--- src/rtl/bhr_pkg.sv ---
`timescale 1ns/1ps
// bhr_pkg: header field positions, the request body record and the
// parity fold shared by the burst header receiver.
// Assumes the 34-bit header layout given in the brief.
package bhr_pkg;
    localparam int HDR_W      = 34;
    localparam int PAY_W      = 18;
    localparam int DEST_W     = 2;
    localparam int NUM_DEST   = 1 << DEST_W;
    localparam int BODY_W     = 16;
    localparam int PAY_LSB    = 16;
    localparam int DEST_LSB   = 31;
    localparam int PAR_LSB    = 8;
    localparam int SYNC_LSB   = 0;

    // Request fields without the timestamp; the timestamp is appended by the top.
    typedef struct packed {
        logic       qos;
        logic [1:0] grp;
        logic [3:0] chan;
        logic [3:0] len;
        logic [4:0] off;
    } req_body_t;

    // Fold the payload, zero-padded to three bytes, into one XOR byte.
    function automatic logic [7:0] fold_parity(input logic [PAY_W-1:0] pay);
        logic [23:0] wide;
        wide = {{(24-PAY_W){1'b0}}, pay};
        return wide[23:16] ^ wide[15:8] ^ wide[7:0];
    endfunction
endpackage

--- src/rtl/hdr_check.sv ---
`timescale 1ns/1ps
// hdr_check: combinational decode of one header word. It reports whether
// the sync byte and the parity byte are correct, extracts the destination
// and rebuilds the request body without the destination.
// Assumes the header layout fixed in bhr_pkg.
module hdr_check
    import bhr_pkg::*;
#(
    parameter logic [7:0] SYNC_BYTE = 8'hA5
) (
    input  logic [HDR_W-1:0]  hdr,
    output logic              sync_ok,
    output logic              parity_ok,
    output logic [DEST_W-1:0] dest,
    output req_body_t         body
);
    logic [PAY_W-1:0] payload;
    logic [7:0]       par_field;
    logic [7:0]       sync_field;

    // Split the header into its payload, parity and sync fields.
    always_comb begin
        payload    = hdr[PAY_LSB +: PAY_W];
        par_field  = hdr[PAR_LSB +: 8];
        sync_field = hdr[SYNC_LSB +: 8];
    end

    // Evaluate both acceptance checks.
    always_comb begin
        sync_ok   = (sync_field == SYNC_BYTE);
        parity_ok = (par_field == fold_parity(payload));
    end

    // Drop the destination and pack the remaining fields in request order.
    always_comb begin
        dest      = hdr[DEST_LSB +: DEST_W];
        body.qos  = payload[17];
        body.grp  = payload[14:13];
        body.chan = payload[12:9];
        body.len  = payload[8:5];
        body.off  = payload[4:0];
    end
endmodule

--- src/rtl/err_counter.sv ---
`timescale 1ns/1ps
// err_counter: a saturating event counter. It counts up by one for each
// cycle that inc is high and stops at its all-ones value.
// Assumes inc is a single-cycle qualified event.
module err_counter #(
    parameter int W = 16
) (
    input  logic         clk,
    input  logic         rst_n,
    input  logic         inc,
    output logic [W-1:0] cnt
);
    localparam logic [W-1:0] CNT_MAX = {W{1'b1}};

    // Count qualified events and hold once the ceiling is reached.
    always_ff @(posedge clk) begin
        if (!rst_n)
            cnt <= '0;
        else if (inc && cnt != CNT_MAX)
            cnt <= cnt + 1'b1;
    end

    // a counter at its ceiling stays there.
    p_sat_hold_r10: assert property (@(posedge clk) disable iff (!rst_n)
        (cnt == CNT_MAX) |=> (cnt == CNT_MAX));

    // the count moves only on a qualified event.
    p_idle_stable_r1: assert property (@(posedge clk) disable iff (!rst_n)
        !inc |=> $stable(cnt));
endmodule

--- src/rtl/req_router.sv ---
`timescale 1ns/1ps
// req_router: a one-entry holding register that steers its request to one
// of NUM_DEST ready/valid ports. It reports when it is free, meaning it is
// empty or its request leaves this cycle, so that a new request can load
// on the same edge.
// Assumes load is asserted only while free is high.
module req_router #(
    parameter int NUM_DEST = 4,
    parameter int DEST_W   = 2,
    parameter int REQ_W    = 24
) (
    input  logic                      clk,
    input  logic                      rst_n,
    input  logic                      load,
    input  logic [DEST_W-1:0]         load_dest,
    input  logic [REQ_W-1:0]          load_rec,
    output logic                      free,
    output logic [NUM_DEST-1:0]       req_valid,
    input  logic [NUM_DEST-1:0]       req_ready,
    output logic [NUM_DEST*REQ_W-1:0] req_data
);
    logic              hold_valid;
    logic [DEST_W-1:0] hold_dest;
    logic [REQ_W-1:0]  hold_rec;
    logic              leaving;

    // The held request leaves when its own port is ready.
    always_comb begin
        leaving = hold_valid && req_ready[hold_dest];
        free    = !hold_valid || leaving;
    end

    // Load a new request, or empty the register once the request has left.
    always_ff @(posedge clk) begin
        if (!rst_n) begin
            hold_valid <= 1'b0;
            hold_dest  <= '0;
            hold_rec   <= '0;
        end else if (load) begin
            hold_valid <= 1'b1;
            hold_dest  <= load_dest;
            hold_rec   <= load_rec;
        end else if (leaving) begin
            hold_valid <= 1'b0;
        end
    end

    // Fan out the held request; only the selected port sees valid and data.
    for (genvar g = 0; g < NUM_DEST; g++) begin : g_port
        always_comb begin
            req_valid[g]                = hold_valid && (hold_dest == DEST_W'(g));
            req_data[g*REQ_W +: REQ_W]  = (hold_dest == DEST_W'(g)) ? hold_rec : '0;
        end
    end

    // at most one port carries a request.
    p_onehot_r7: assert property (@(posedge clk) disable iff (!rst_n)
        $onehot0(req_valid));

    // a request refused by its port stays in place, unchanged.
    p_hold_stable_r8: assert property (@(posedge clk) disable iff (!rst_n)
        (|(req_valid & ~req_ready)) |=> ($stable(req_valid) && $stable(req_data)));
endmodule

--- src/rtl/burst_hdr_rx.sv ---
`timescale 1ns/1ps
// burst_hdr_rx: the top of the burst header receiver. It accepts one header
// per cycle, checks sync and parity, stamps valid headers with slot_cnt and
// routes them to a destination port. Rejected headers are counted in two
// saturating counters, and the framing counter takes precedence.
// Assumes slot_cnt is synchronous to clk.
module burst_hdr_rx
    import bhr_pkg::*;
#(
    parameter int         TS_W      = 8,
    parameter int         CNT_W     = 16,
    parameter logic [7:0] SYNC_BYTE = 8'hA5
) (
    input  logic                                clk,
    input  logic                                rst_n,
    input  logic                                hdr_valid,
    output logic                                hdr_ready,
    input  logic [HDR_W-1:0]                    hdr_data,
    input  logic [TS_W-1:0]                     slot_cnt,
    output logic [NUM_DEST-1:0]                 req_valid,
    input  logic [NUM_DEST-1:0]                 req_ready,
    output logic [NUM_DEST*(BODY_W+TS_W)-1:0]   req_data,
    output logic [CNT_W-1:0]                    frame_err_cnt,
    output logic [CNT_W-1:0]                    parity_err_cnt
);
    localparam int REQ_W = BODY_W + TS_W;

    logic              sync_ok;
    logic              parity_ok;
    logic [DEST_W-1:0] dest;
    req_body_t         body;
    logic              free;
    logic              accept;
    logic              load;
    logic              inc_frame;
    logic              inc_parity;

    hdr_check #(.SYNC_BYTE(SYNC_BYTE)) u_check (
        .hdr       (hdr_data),
        .sync_ok   (sync_ok),
        .parity_ok (parity_ok),
        .dest      (dest),
        .body      (body)
    );

    // Accept a header when the holding stage is free; classify the outcome.
    always_comb begin
        hdr_ready  = free;
        accept     = hdr_valid && free;
        load       = accept && sync_ok && parity_ok;
        inc_frame  = accept && !sync_ok;
        inc_parity = accept && sync_ok && !parity_ok;
    end

    req_router #(.NUM_DEST(NUM_DEST), .DEST_W(DEST_W), .REQ_W(REQ_W)) u_router (
        .clk       (clk),
        .rst_n     (rst_n),
        .load      (load),
        .load_dest (dest),
        .load_rec  ({body, slot_cnt}),
        .free      (free),
        .req_valid (req_valid),
        .req_ready (req_ready),
        .req_data  (req_data)
    );

    err_counter #(.W(CNT_W)) u_frame_cnt (
        .clk   (clk),
        .rst_n (rst_n),
        .inc   (inc_frame),
        .cnt   (frame_err_cnt)
    );

    err_counter #(.W(CNT_W)) u_parity_cnt (
        .clk   (clk),
        .rst_n (rst_n),
        .inc   (inc_parity),
        .cnt   (parity_err_cnt)
    );

    // a rejected header leaves no request behind.
    p_bad_drop_r1: assert property (@(posedge clk) disable iff (!rst_n)
        (hdr_valid && hdr_ready && !(sync_ok && parity_ok)) |=> (req_valid == '0));

    // a valid header appears on exactly the port its destination selects.
    p_route_r4: assert property (@(posedge clk) disable iff (!rst_n)
        (hdr_valid && hdr_ready && sync_ok && parity_ok)
        |=> (req_valid == (NUM_DEST'(1) << $past(dest))));

    // input ready stays low while a request is refused by its port.
    p_block_r8: assert property (@(posedge clk) disable iff (!rst_n)
        (|(req_valid & ~req_ready)) |-> !hdr_ready);
endmodule

--- config.mk ---
export PLATFORM = sky130hd
export DESIGN_NAME = burst_hdr_rx
export DESIGN_NICKNAME = d
export VERILOG_FILES = /design/src/rtl/bhr_pkg.sv /design/src/rtl/hdr_check.sv /design/src/rtl/err_counter.sv /design/src/rtl/req_router.sv /design/src/rtl/burst_hdr_rx.sv
export SDC_FILE = /design/constraint.sdc
export NUM_CORES = 1
export LEC_CHECK = 0
export CORE_UTILIZATION = 63
export DETAILED_ROUTE_END_ITERATION = 6
export DONT_BUFFER_PORTS = 1
export GPL_ROUTABILITY_DRIVEN = 0
export PLACE_DENSITY = 0.89
export RECOVER_POWER = 25
export SLEW_MARGIN = 40
export SYNTH_ARGS = -nofsm -noshare
export SYNTH_HDL_FRONTEND = slang
export SYNTH_SLANG_ARGS = --single-unit
--- constraint.sdc ---
create_clock -name clk -period 2.2 [get_ports clk]
set_clock_uncertainty 0.15 [all_clocks]
set_input_delay 0.33 -clock clk [delete_from_list [all_inputs] [get_ports clk]]
set_output_delay 0.33 -clock clk [all_outputs]
set_load 0.03 [all_outputs]
# Yosys cells after proc, flatten, opt, wreduce, memory -nomap -nowiden
# Cells that the tools add are included.
totals:
  ff_bits: 59
  in_bits: 49
  output_inout_bits: 133
  word_cells: 43
op_classes:
  add_sub_neg: 2
  order_cmp: 1
  n_eq_ne: 7
  muxes: 8
  n_bitwise: 2
  n_reduce_logical: 18
ops:
  columns: ["operator", "count"]
  rows:
  - ["$mux W24", 4]
  - ["$add A16 B1 Y16 const B", 2]
  - ["$ne A16 B16 Y1 const B", 2]
  - ["$logic_and A1 B1 Y1", 12]
  - ["$eq A8 B8 Y1", 1]
  - ["$eq A8 B8 Y1 const B", 1]
  - ["$xor A2 B8 Y8", 1]
  - ["$xor A8 B8 Y8", 1]
  - ["$eq A2 B2 Y1 const B", 2]
  - ["$logic_not A1 Y1", 3]
  - ["$lt A2 B3 Y1 const B", 1]
  - ["$mux W1", 3]
  - ["$bmux W1 S2", 1]
  - ["$eq A2 B1 Y1 const B", 1]
  - ["$logic_not A2 Y1", 1]
  - ["$reduce_bool A2 Y1", 1]
  - ["$logic_or A1 B1 Y1", 1]

# Logic depth before layout (Yosys ltp)
# Gate-level depths: netlist of run 1.
depth:
  ltp_word: 8
  ltp_mapped: 9
  ltp_nobuf: 7

# Modules after synthesis
# Synthesis of run 1 repeated with hierarchy kept, for this count alone.
unflattened:
  hier_cells: 442
  area_unflattened_um2: 3846.2
modules_own_cells:
  columns: ["module", "n_inst", "cells_each", "area_per_inst_um2", "seq_area_each_um2"]
  rows:
  - ["req_router", 1, 209, 1773.0, 540.5]
  - ["err_counter", 2, 97, 837.1, 320.3]
  - ["hdr_check", 1, 36, 371.6, 0.0]
  - ["burst_hdr_rx", 1, 3, 27.5, 0.0]

# Worst setup path before layout of run 1
# No wires, ideal clock.
synth_path:
  path_kind: "register to register"
  startpoint: "reg u_router.hold_dest[0]"
  endpoint: "reg u_parity_cnt.cnt[15]"
  setup_ns: 0.072
  arrival_time_ns: 1.980
  required_time_ns: 1.978
  path_slack_ns: -0.002
  path_stages_with_launch: 8
  path_buffers: 1
  synth_period_minus_slack_ns: 2.202
  cell_sequence: "dfxtp_1 > mux2_2 > a2bb2oi_2 > and3_1 > nand2_1 > buf_2 > nor4_1 > mux2i_1"
synth_between:
  elab_chain_len: 8
synth_lines:
  columns: ["element", "line", "source"]
  rows:
  - ["start, declared", "req_router.sv:23", "logic [DEST_W-1:0] hold_dest;"]
  - ["start signal, assigned", "req_router.sv:41", "hold_dest <= load_dest;"]
  - ["$bmux W1 S2", "req_router.sv:29", "leaving = hold_valid && req_ready[hold_dest];"]
  - ["$mux W1 (not written as such)", "req_router.sv:29", null]
  - ["$logic_and A1 B1 Y1", "req_router.sv:29", null]
  - ["$logic_or A1 B1 Y1", "req_router.sv:30", "free = !hold_valid || leaving;"]
  - ["via hdr_ready", "burst_hdr_rx.sv:17", "output logic hdr_ready,"]
  - ["$logic_and A1 B1 Y1", "burst_hdr_rx.sv:49", "accept = hdr_valid && free;"]
  - ["$logic_and A1 B1 Y1 (2 in series)", "burst_hdr_rx.sv:52", "inc_parity = accept && sync_ok && !parity_ok;"]
  - ["$logic_and A1 B1 Y1", "err_counter.sv:19", "else if (inc && cnt != CNT_MAX)"]
  - ["end signal, assigned", "err_counter.sv:20", "cnt <= cnt + 1'b1;"]
  - ["end, declared", "err_counter.sv:11", "output logic [W-1:0] cnt"]
# The timed path passes the listed nets, and every way through them passes these cells. The select of a mux whose other input is x is not followed.
# A chain may end at the register's enable or synchronous reset.

# Final worst setup path of run 1
layout_path:
  startpoint: "reg u_router.hold_dest[0]"
  endpoint: "reg u_frame_cnt.cnt[11]"
layout_between:
  elab_chain_len: 7
layout_lines:
  columns: ["element", "line", "source"]
  rows:
  - ["$bmux W1 S2", "req_router.sv:29", null]
  - ["$mux W1 (not written as such)", "req_router.sv:29", null]
  - ["$logic_and A1 B1 Y1", "req_router.sv:29", null]
  - ["$logic_or A1 B1 Y1", "req_router.sv:30", null]
  - ["$logic_and A1 B1 Y1", "burst_hdr_rx.sv:49", null]
  - ["$logic_and A1 B1 Y1", "burst_hdr_rx.sv:51", "inc_frame = accept && !sync_ok;"]
  - ["$logic_and A1 B1 Y1", "err_counter.sv:19", null]
  - ["end signal, assigned", "err_counter.sv:20", null]
  - ["end, declared", "err_counter.sv:11", null]
# No other way between the ends. The select of a mux whose other input is x is not followed.

==> flow_summary.yaml, run 1 <==
floorplanning:
  dieArea_sq_um: 5947
  die_width_um: 77.12
  num_rows: 26
  die_y_um: 77.12
  initial_core_util_pct: 67.45
  coreArea_sq_um: 5270
  num_io_pins: 182
detailed_routing:
  routedWlPerCell_um: 25.18
  drt_iter0_drc: 799
  antenna_left: 0
  drc: 17
  vias: 4655
  firstDrtPassIters: 7
  wl_mm: 16.62
  vias_per_cell: 7.053
yosys:
  synth.distinct_cells: 37
  synthesis.area_sq_um: 3555
  avgSynthCellArea_sq_um: 7.761
  syn_nets: 509
  yosys.area.top_type: "dfxtp_1"
  synth-edff-count: 0
  synth_top_area_share_pct: 33.23
  ys.flop_type: "dfxtp_1"
  synth.most_common_cell: "and2_1"
  synthArstFlopShare_pct: 0
  synthTopCellsByCount: "and2_1 (79), dfxtp_1 (59), nand2_1 (49), nand3_1 (42), and3_1 (30)"
  ys_warn_count: 0
  yosysSeqAreaShare_pct: 33.23
  netlist_top_cells_area: "dfxtp_1 (33%), and2_1 (14%), nand3_1 (5.9%)"
  syn_inst: 458
  synth-seq-cells: 59
pwr:
  sw_frac_of_total_pct: 22.83
  p_per_area_nw_per_um2: 511.6
  power_frac_seq_pct: 43.0
  power_frac_clock_pct: 50.4
  switching_power_uw: 570.5
  p_int_mw: 1.929
  irDropWorstVdd_uv: 478.8
  leakagePower_nw: 2.033
  p_comb_share_pct: 6.6
final_layout:
  ff_latch_area_sq_um: 1184
  area_delta_synth_final_pct: 37.42
  n_antenna_cell: 0
  fillers: 202
  drive_above_1_share_pct: 21.86
  multiInputGateArea_sq_um: 2242
  fin_cells: 660
  fin_nets: 636
sta:
  finalHoldViolCount: 1
  maxSlewHeadroom_pct: 46.29
  period_minus_slack_ns: 2.306
  setup_violations: 5
  fin_ws_ns: -0.1059
  fmax_mhz: 433.7
  slew_violations: 0
  holdWs_ns: -0.01223
  worstMarginPinSlew_ns: 0.8030
  post-route-period-util_pct: 104.8
critical_path:
  required_ns: 2.28
  endpoint_kind: "flop"
  r2r_slack_ns: -0.11
  arrival_ns: 2.39
  critical_path_class: "reg -> reg"
  worstSetupStartpointType: "flop"
  worstPathMaxFanout: 7
clock_network:
  root_buffer: "clkbuf_8"
  htreeDepth: 3
  clk_pin_slew_ns: 0.08
  cts_made_buffers: 9
  cts_buffer_depth: 2
  cts_tree: "built"
  cts_sinks: 59
  clock_latency_ns: 0.35
global_route:
  grt_pass1_vias: 4142
  antenna_found_initial: 0
  track_usage_pct: 45.58
  grt_overflow: 0
  grt_max_degree: 59
  grt_pass1_wl_mm: 20.84
min_path:
  hold_class: "in -> reg"
run:
  cap_violations: 0
placement:
  dp_cells: 618
  port_buffers: 0
  hpwlAfterDp_mm: 8.306
  place_ws_ns: 0.01730
run_status:
  violations: "DRC, hold timing, setup timing"
  status: "finished with violations"
layout make-up:
type,instances,area share [%]
inverters,2,0.1537
repair buffers,150,22.98
clock inverters,5,2.049
multi-input cells,363,45.90
clock buffers,11,2.894
flip-flops and latches,59,24.23
well taps,70,1.793
power by group through the flow:
stage | sequential [mW] | clock, mW | combinational (mW)
final | 1.07 | 1.26 | 0.165
after global routing | 1.07 | 1.31 | 0.170
after CTS | 1.07 | 1.21 | 0.153
after detailed placement | 1.10 | 0 | 0.111
after global placement | 1.10 | 0 | 0.107
after floorplan | 1.11 | 0 | 0.0930
state kept, by name, indices dropped and copies added (netlist names):
register,flops
u_router.hold_valid,1
u_router.hold_rec,24
u_frame_cnt.cnt,16
u_parity_cnt.cnt,16
u_router.hold_dest,2
kinds of logic after synthesis:
family,share of synthesized area (%)
xor+xnor,6.899
buf+inv,4.858
compound gates,10.24
flops,33.23
mux,2.288
fa+ha+maj,0.7039
simple gates,41.78
cell usage in the layout, fill, tap and decap left out, types with 3 or more instances in the layout:
master,n
o21ai_1,3
and3_1,28
xor2_1,5
o31ai_1,5
nand4_1,6
buf_4,92
nand3_1,42
or3_1,5
nor2_1,14
dfxtp_1,57
mux2i_1,7
nand2b_1,9
buf_6,4
nor3_1,6
or4_1,6
and2_1,79
o311ai_0,5
and4_1,4
a21oi_1,10
xnor2_1,23
o41ai_1,5
nor4_1,4
clkbuf_1,28
bufinv_16,3
nand2_1,48
dlygate4sd3_1,24
clkbuf_8,10
o21ai_0,29
through the flow:
step | total power [mW] | utilization (%) | hold slack, ns | TNS, ns | cell area, sq um
2_1_floorplan | 1.202 | - | 0.2991 | 0 | 3566
3_3_place_gp | 1.204 | 84.57 | 0.3126 | 0 | 4457
3_5_place_dp | 1.210 | 84.57 | 0.3204 | 0 | 4457
4_1_cts | 2.441 | 93.28 | 0.0007988 | 0 | 4916
5_1_grt | 2.550 | 92.69 | -0.01388 | -1.346 | 4885
6_report | 2.499 | 92.69 | -0.01223 | -0.3094 | 4885
routing by layer:
layer  vias up  wire length [um]  share of wire [%]  GRT usage, %
met2       530              7469                 45         76.79
met1      2094              5167                 31         47.66
met5         -                 0                  0             0
met4         0              1566                9.4         31.13
li1       1841                 -                  -             -
met3       190              2413                 15         15.71
path summary, 6_finish.rpt:
check,depth (start not counted),to,startpoint
max reg2reg,8,u_frame_cnt.cnt[11],u_router.hold_dest[0]
min reg2reg,2,u_router.hold_rec[6],u_router.hold_rec[6]
max,8,u_frame_cnt.cnt[11],u_router.hold_dest[0]
min,2,u_router.hold_rec[23],hdr_data[33]
critical path: stages, from the launching register on:
cell       delay [ns]
dfxtp_2          0.36
mux2_2           0.26
a2bb2oi_4        0.22
buf_4            0.16
o2111ai_2        0.15
buf_4            0.20
nor3_1           0.37
xnor2_1          0.21
nor2_1           0.10
timing repair:
action                                  4_1_cts  5_1_grt
endpoints found under the hold margin        23        3
hold buffers                                 21        3
pin swaps                                     0        1
resized for setup                             0       14
gates cloned                                  0        0
setup buffers                                 1        1
endpoints found under the setup margin        1       90
Note: power is estimated with default switching activity, not from simulation.
==> run 2, diff against run 1 <==
--- a/config.mk
+++ b/config.mk
@@ -6,6 +6,7 @@
 export NUM_CORES = 1
 export LEC_CHECK = 0
 export CORE_UTILIZATION = 63
+export CTS_BUF_LIST = sky130_fd_sc_hd__clkbuf_16
 export DETAILED_ROUTE_END_ITERATION = 6
 export DONT_BUFFER_PORTS = 1
 export GPL_ROUTABILITY_DRIVEN = 0
==> constraint.sdc (replaced) <==
create_clock -name clk -period 2.31 [get_ports clk]
set_clock_uncertainty 0.15 [all_clocks]
set_input_delay 0.3465 -clock clk [delete_from_list [all_inputs] [get_ports clk]]
set_output_delay 0.3465 -clock clk [all_outputs]
set_load 0.03 [all_outputs]
==> flow_summary.yaml, run 2 (synthesized netlist as in run 1, its figures left out) <==
run_status:
  status: "finished, final reports clean"
clock_network:
  clk_pin_slew_ns: 0.05
  cts_buffer_depth: 2
  clock_latency_ns: 0.32
  cts_sinks: 59
  root_buffer: "clkbuf_16"
  cts_tree: "built"
  cts_made_buffers: 9
  htreeDepth: 3
global_route:
  grt_overflow: 0
  antenna_found_initial: 0
  grt_pass1_vias: 3679
  track_usage_pct: 38.79
  grt_max_degree: 75
  grt_pass1_wl_mm: 18.13
pwr:
  p_per_area_nw_per_um2: 518.7
  irDropWorstVdd_uv: 626.9
  power_mw: 2.390
  leakagePower_nw: 1.935
critical_path:
  critPathBufInv: 3
  critical_path_class: "reg -> out"
  required_ns: 1.81
  worstSetupStartpointType: "flop"
  cp_cell_sequence: "buf_4 > nor2b_1 > buf_6 > and2_1 > buf_4"
  max_stage_delay_ns: 0.41
  worstPathMaxFanout: 23
  critPathTopFamily: "buffers and inverters"
  cp_slowest_cell: "dfxtp_1"
  r2r_slack_ns: 0.09
  endpoint_kind: "output port"
  r2r_cells: 7
  cpMostUsedCell: "buf_4"
  arrival_ns: 1.75
  timing.rr.start: "u_router.hold_dest[0]"
  r2r_end: "u_parity_cnt.cnt[14]"
sta:
  post-route-period-util_pct: 97.41
  finalHoldViolCount: 0
  worstMarginPinSlew_ns: 0.7600
  period_minus_slack_ns: 2.250
  maxSlewHeadroom_pct: 49.33
  fmax_mhz: 444.4
  slew_violations: 0
  fin_tns_setup_ns: 0
  setup_violations: 0
  fin_ws_ns: 0.05972
placement:
  hpwlAfterDp_mm: 7.987
  port_buffers: 0
  place_ws_ns: 0.08314
  dp_cells: 613
final_layout:
  largestRegisters: "u_router.hold_rec x24, u_frame_cnt.cnt x16, u_parity_cnt.cnt x16"
  drive_above_1_share_pct: 20.21
  n_antenna_cell: 0
  layout_commonest_cell: "buf_4"
  largest_register_ff_count: 24
  regMostFlops: "u_router.hold_rec"
  fin_nets: 606
  area_delta_synth_final_pct: 29.60
  fin_cells: 629
  layout_common_cells: "buf_4 (92), and2_1 (79), dfxtp_1 (59)"
  fillers: 277
detailed_routing:
  vias: 3903
  drc: 0
  wl_mm: 11.82
  routedWlPerCell_um: 18.79
  drt_iter0_drc: 357
  firstDrtPassIters: 5
  antenna_left: 0
  vias_per_cell: 6.205
run:
  cap_violations: 0
floorplanning:
  coreArea_sq_um: 5270
  initial_core_util_pct: 67.45
  die_y_um: 77.12
  dieArea_sq_um: 5947
  die_width_um: 77.12
  num_rows: 26
  num_io_pins: 182
min_path:
  holdPathEnd: "u_router.hold_rec[7]"
  hold_depth: 2
  hold_class: "in -> reg"
  holdCritStartpoint: "slot_cnt[7]"
run 2: per-layer routing:
| metal | vias to the layer above | share of wire (%) | global-route usage (%) |
|---|---|---|---|
| met5 | - | 0 | 0 |
| met4 | 0 | 4.3 | 20.94 |
| met3 | 52 | 8.7 | 9.524 |
| met2 | 261 | 52 | 71.34 |
| met1 | 1801 | 35 | 40.16 |
| li1 | 1789 | - | - |
run 2: report_power, final:
group	switching (mW)	internal, mW	leakage (nW)
clock	0.448	0.810	0.143
combinational	0.0605	0.0460	1.32
sequential	0.00214	1.02	0.475
total	0.511	1.88	1.94
run 2: layout make-up:
cell class                      count  area [sq um]  share of cell area [%]
Multi-Input combinational cell    363          2218                   48.15
Clock inverter                      6         50.05                   1.086
Timing Repair Buffer              120         837.1                   18.17
Inverter                            2         7.507                  0.1630
Tap cell                           70         87.58                   1.901
Sequential cell                    59          1181                   25.64
Clock buffer                        9         225.2                   4.889
run 2: worst max path at each step:
stage          depth (start not counted)  slack [ns]                  start                   end
6_report                               5        0.06  u_router.hold_dest[0]          req_data[29]
5_1_grt                                7       -0.02  u_router.hold_dest[0]   u_parity_cnt.cnt[8]
4_1_cts                                7        0.03  u_router.hold_dest[0]   u_frame_cnt.cnt[11]
3_5_place_dp                           7        0.08            hdr_data[4]  u_parity_cnt.cnt[14]
3_3_place_gp                           7        0.22  u_router.hold_dest[0]  u_parity_cnt.cnt[14]
2_1_floorplan                          7        0.11  u_router.hold_dest[0]  u_parity_cnt.cnt[15]
run 2: what timing repair did:
action,in CTS,in global routing
setup buffers,0,1
setup endpoints to repair,0,34
gates resized for setup,0,3
hold buffers,0,0
run 2: worst register-to-register path, cell delays in order, from the launching register on:
cell and delay [ns]:
dfxtp_1 0.41, mux2_2 0.23, a2bb2oi_4 0.25, and3_1 0.21
nand2_1 0.10, buf_12 0.17, or4_1 0.48, a21oi_1 0.15
run 2: per-stage QoR:
step | utilization (%) | hold WS, ns | instance area (sq um)
final | 87.42 | 0.009834 | 4607
after global routing | 87.42 | 0.02348 | 4607
after CTS | 88.87 | 0.004419 | 4683
after detailed placement | 83.64 | 0.3336 | 4408
after global placement | 83.64 | 0.3234 | 4408
after floorplan | - | 0.2991 | 3555
==> run 3, diff against run 2 <==
--- a/config.mk
+++ b/config.mk
@@ -5,12 +5,15 @@
 export SDC_FILE = /design/constraint.sdc
 export NUM_CORES = 1
 export LEC_CHECK = 0
-export CORE_UTILIZATION = 63
+export CELL_PAD_IN_SITES_DETAIL_PLACEMENT = 2
+export CELL_PAD_IN_SITES_GLOBAL_PLACEMENT = 2
+export CORE_ASPECT_RATIO = 1.2
+export CORE_UTILIZATION = 33
 export CTS_BUF_LIST = sky130_fd_sc_hd__clkbuf_16
 export DETAILED_ROUTE_END_ITERATION = 6
 export DONT_BUFFER_PORTS = 1
 export GPL_ROUTABILITY_DRIVEN = 0
-export PLACE_DENSITY = 0.89
+export PLACE_DENSITY = 0.8
 export RECOVER_POWER = 25
 export SLEW_MARGIN = 40
 export SYNTH_ARGS = -nofsm -noshare
==> flow_summary.yaml, run 3 (synthesized netlist as in run 1, its figures left out) <==
run_status:
  status: "finished, final reports clean"
floorplanning:
  num_rows: 41
  num_io_pins: 182
  dieArea_sq_um: 11190
  coreArea_sq_um: 10520
  die_width_um: 96.75
  initial_core_util_pct: 33.80
  die_y_um: 115.7
final_layout:
  fillers: 1251
  largestRegisters: "u_router.hold_rec x24, u_frame_cnt.cnt x16, u_parity_cnt.cnt x16"
  fin_nets: 608
  area_delta_synth_final_pct: 31.82
  ff_latch_area_sq_um: 1182
  fin_util_pct: 44.56
  largest_register_ff_count: 24
  drive_above_1_share_pct: 20.28
  regMostFlops: "u_router.hold_rec"
  layout_common_cells: "buf_4 (88), and2_1 (79), dfxtp_1 (58)"
  multiInputGateArea_sq_um: 2208
  layout_commonest_cell: "buf_4"
pwr:
  leakagePower_nw: 1.930
  irDropWorstVdd_uv: 342.0
  p_per_area_nw_per_um2: 488.7
  power_mw: 2.290
clock_network:
  clock_latency_ns: 0.33
  cts_made_buffers: 9
  cts_buffer_depth: 2
  htreeDepth: 3
  clk_pin_slew_ns: 0.05
  ctsHoldBuffers: 0
  cts_sinks: 59
  cts_tree: "built"
  post_cts_buffers: 0
  root_buffer: "clkbuf_16"
detailed_routing:
  vias_per_cell: 5.546
  vias: 3838
  wl_mm: 14.39
  antenna_left: 0
  drt_iter0_drc: 127
  firstDrtPassIters: 6
  routedWlPerCell_um: 20.79
  drc: 0
global_route:
  grt_max_degree: 75
  grt_pass1_wl_mm: 21.96
  grt_overflow: 0
  track_usage_pct: 24.95
  antenna_found_initial: 1
  grt_pass1_vias: 3965
sta:
  fin_ws_ns: 0.1032
  worstMarginPinSlew_ns: 0.7861
  slew_violations: 0
  fmax_mhz: 453.1
  finalHoldViolCount: 0
  post-route-period-util_pct: 95.53
  period_minus_slack_ns: 2.207
  setup_violations: 0
  maxSlewHeadroom_pct: 47.59
critical_path:
  critical_path_class: "reg -> out"
  worstSetupStartpointType: "flop"
  endpoint_kind: "output port"
  arrival_ns: 1.71
  worstPathMaxFanout: 29
  required_ns: 1.81
placement:
  hpwlAfterDp_mm: 10.55
  place_ws_ns: 0.05079
  port_buffers: 0
min_path:
  hold_class: "in -> reg"
run:
  cap_violations: 0
## run 3: cell types whose count changed in the layout (fill, tap and decap cells not counted), sizes merged
cell / before / now
bufinv: 1 / 0
clkinv: 3 / 4
clkbuf: 34 / 37
buf: 95 / 94
diode: 0 / 1
inv: 4 / 5
## run 3: area by class of cell
type | instances | area share [%]
sequential | 59 | 25.23
timing repair buffer | 122 | 18.56
clock inverter | 7 | 0.6142
tap | 129 | 3.445
multi-input combinational | 363 | 47.13
inverter | 2 | 0.1602
antenna | 1 | 0.05340
clock buffer | 9 | 4.806
## run 3: final timing paths
| kind | start | to | slack (ns) | cells past startpoint |
|---|---|---|---|---|
| worst min-delay path | slot_cnt[1] | u_router.hold_rec[1] | 0.009 | 2 |
| worst min register to register | u_router.hold_rec[9] | u_router.hold_rec[9] | 0.35 | 2 |
| worst max register to register | u_parity_cnt.cnt[0] | u_parity_cnt.cnt[14] | 0.13 | 8 |
| worst max-delay path | u_router.hold_dest[0] | req_data[37] | 0.10 | 5 |
## run 3: routing by layer
metal | wire length, um | vias to the layer above | track usage, %
li1 | - | 1789 | -
met1 | 5560 | 1888 | 27.30
met2 | 7611 | 139 | 45.92
met3 | 898 | 22 | 6.936
met4 | 319 | 0 | 9.751
met5 | 0 | - | 0
## run 3: where the power goes
part / total, mW / switching, mW / internal (mW) / leakage (nW)
Combinational: 0.108 / 0.0618 / 0.0458 / 1.32
Sequential: 1.03 / 0.00205 / 1.02 / 0.476
Clock: 1.16 / 0.457 / 0.700 / 0.138
Total: 2.29 / 0.521 / 1.77 / 1.93
## run 3: worst max-delay path, stage by stage (launching register included)
cell and delay (ns):
dfxtp_1 0.43, buf_12 0.21, nor2b_1 0.18, buf_6 0.22, and2_1 0.17, buf_4 0.16
## run 3: through the flow
stage	std cells	cell area, sq um	hold slack (ns)	TNS (ns)
CTS	691	4770	0.001257	0
global route	692	4686	0.01722	-0.01480
detailed placement	675	4504	0.3458	0
floorplan	458	3555	0.2991	0
global placement	675	4504	0.3208	0
finish	692	4686	0.008522	0
## run 3: repair_timing
item / in CTS / in global routing
cloned: 0 / 0
resized for setup: 3 / 8
setup endpoints to repair: 45 / 46
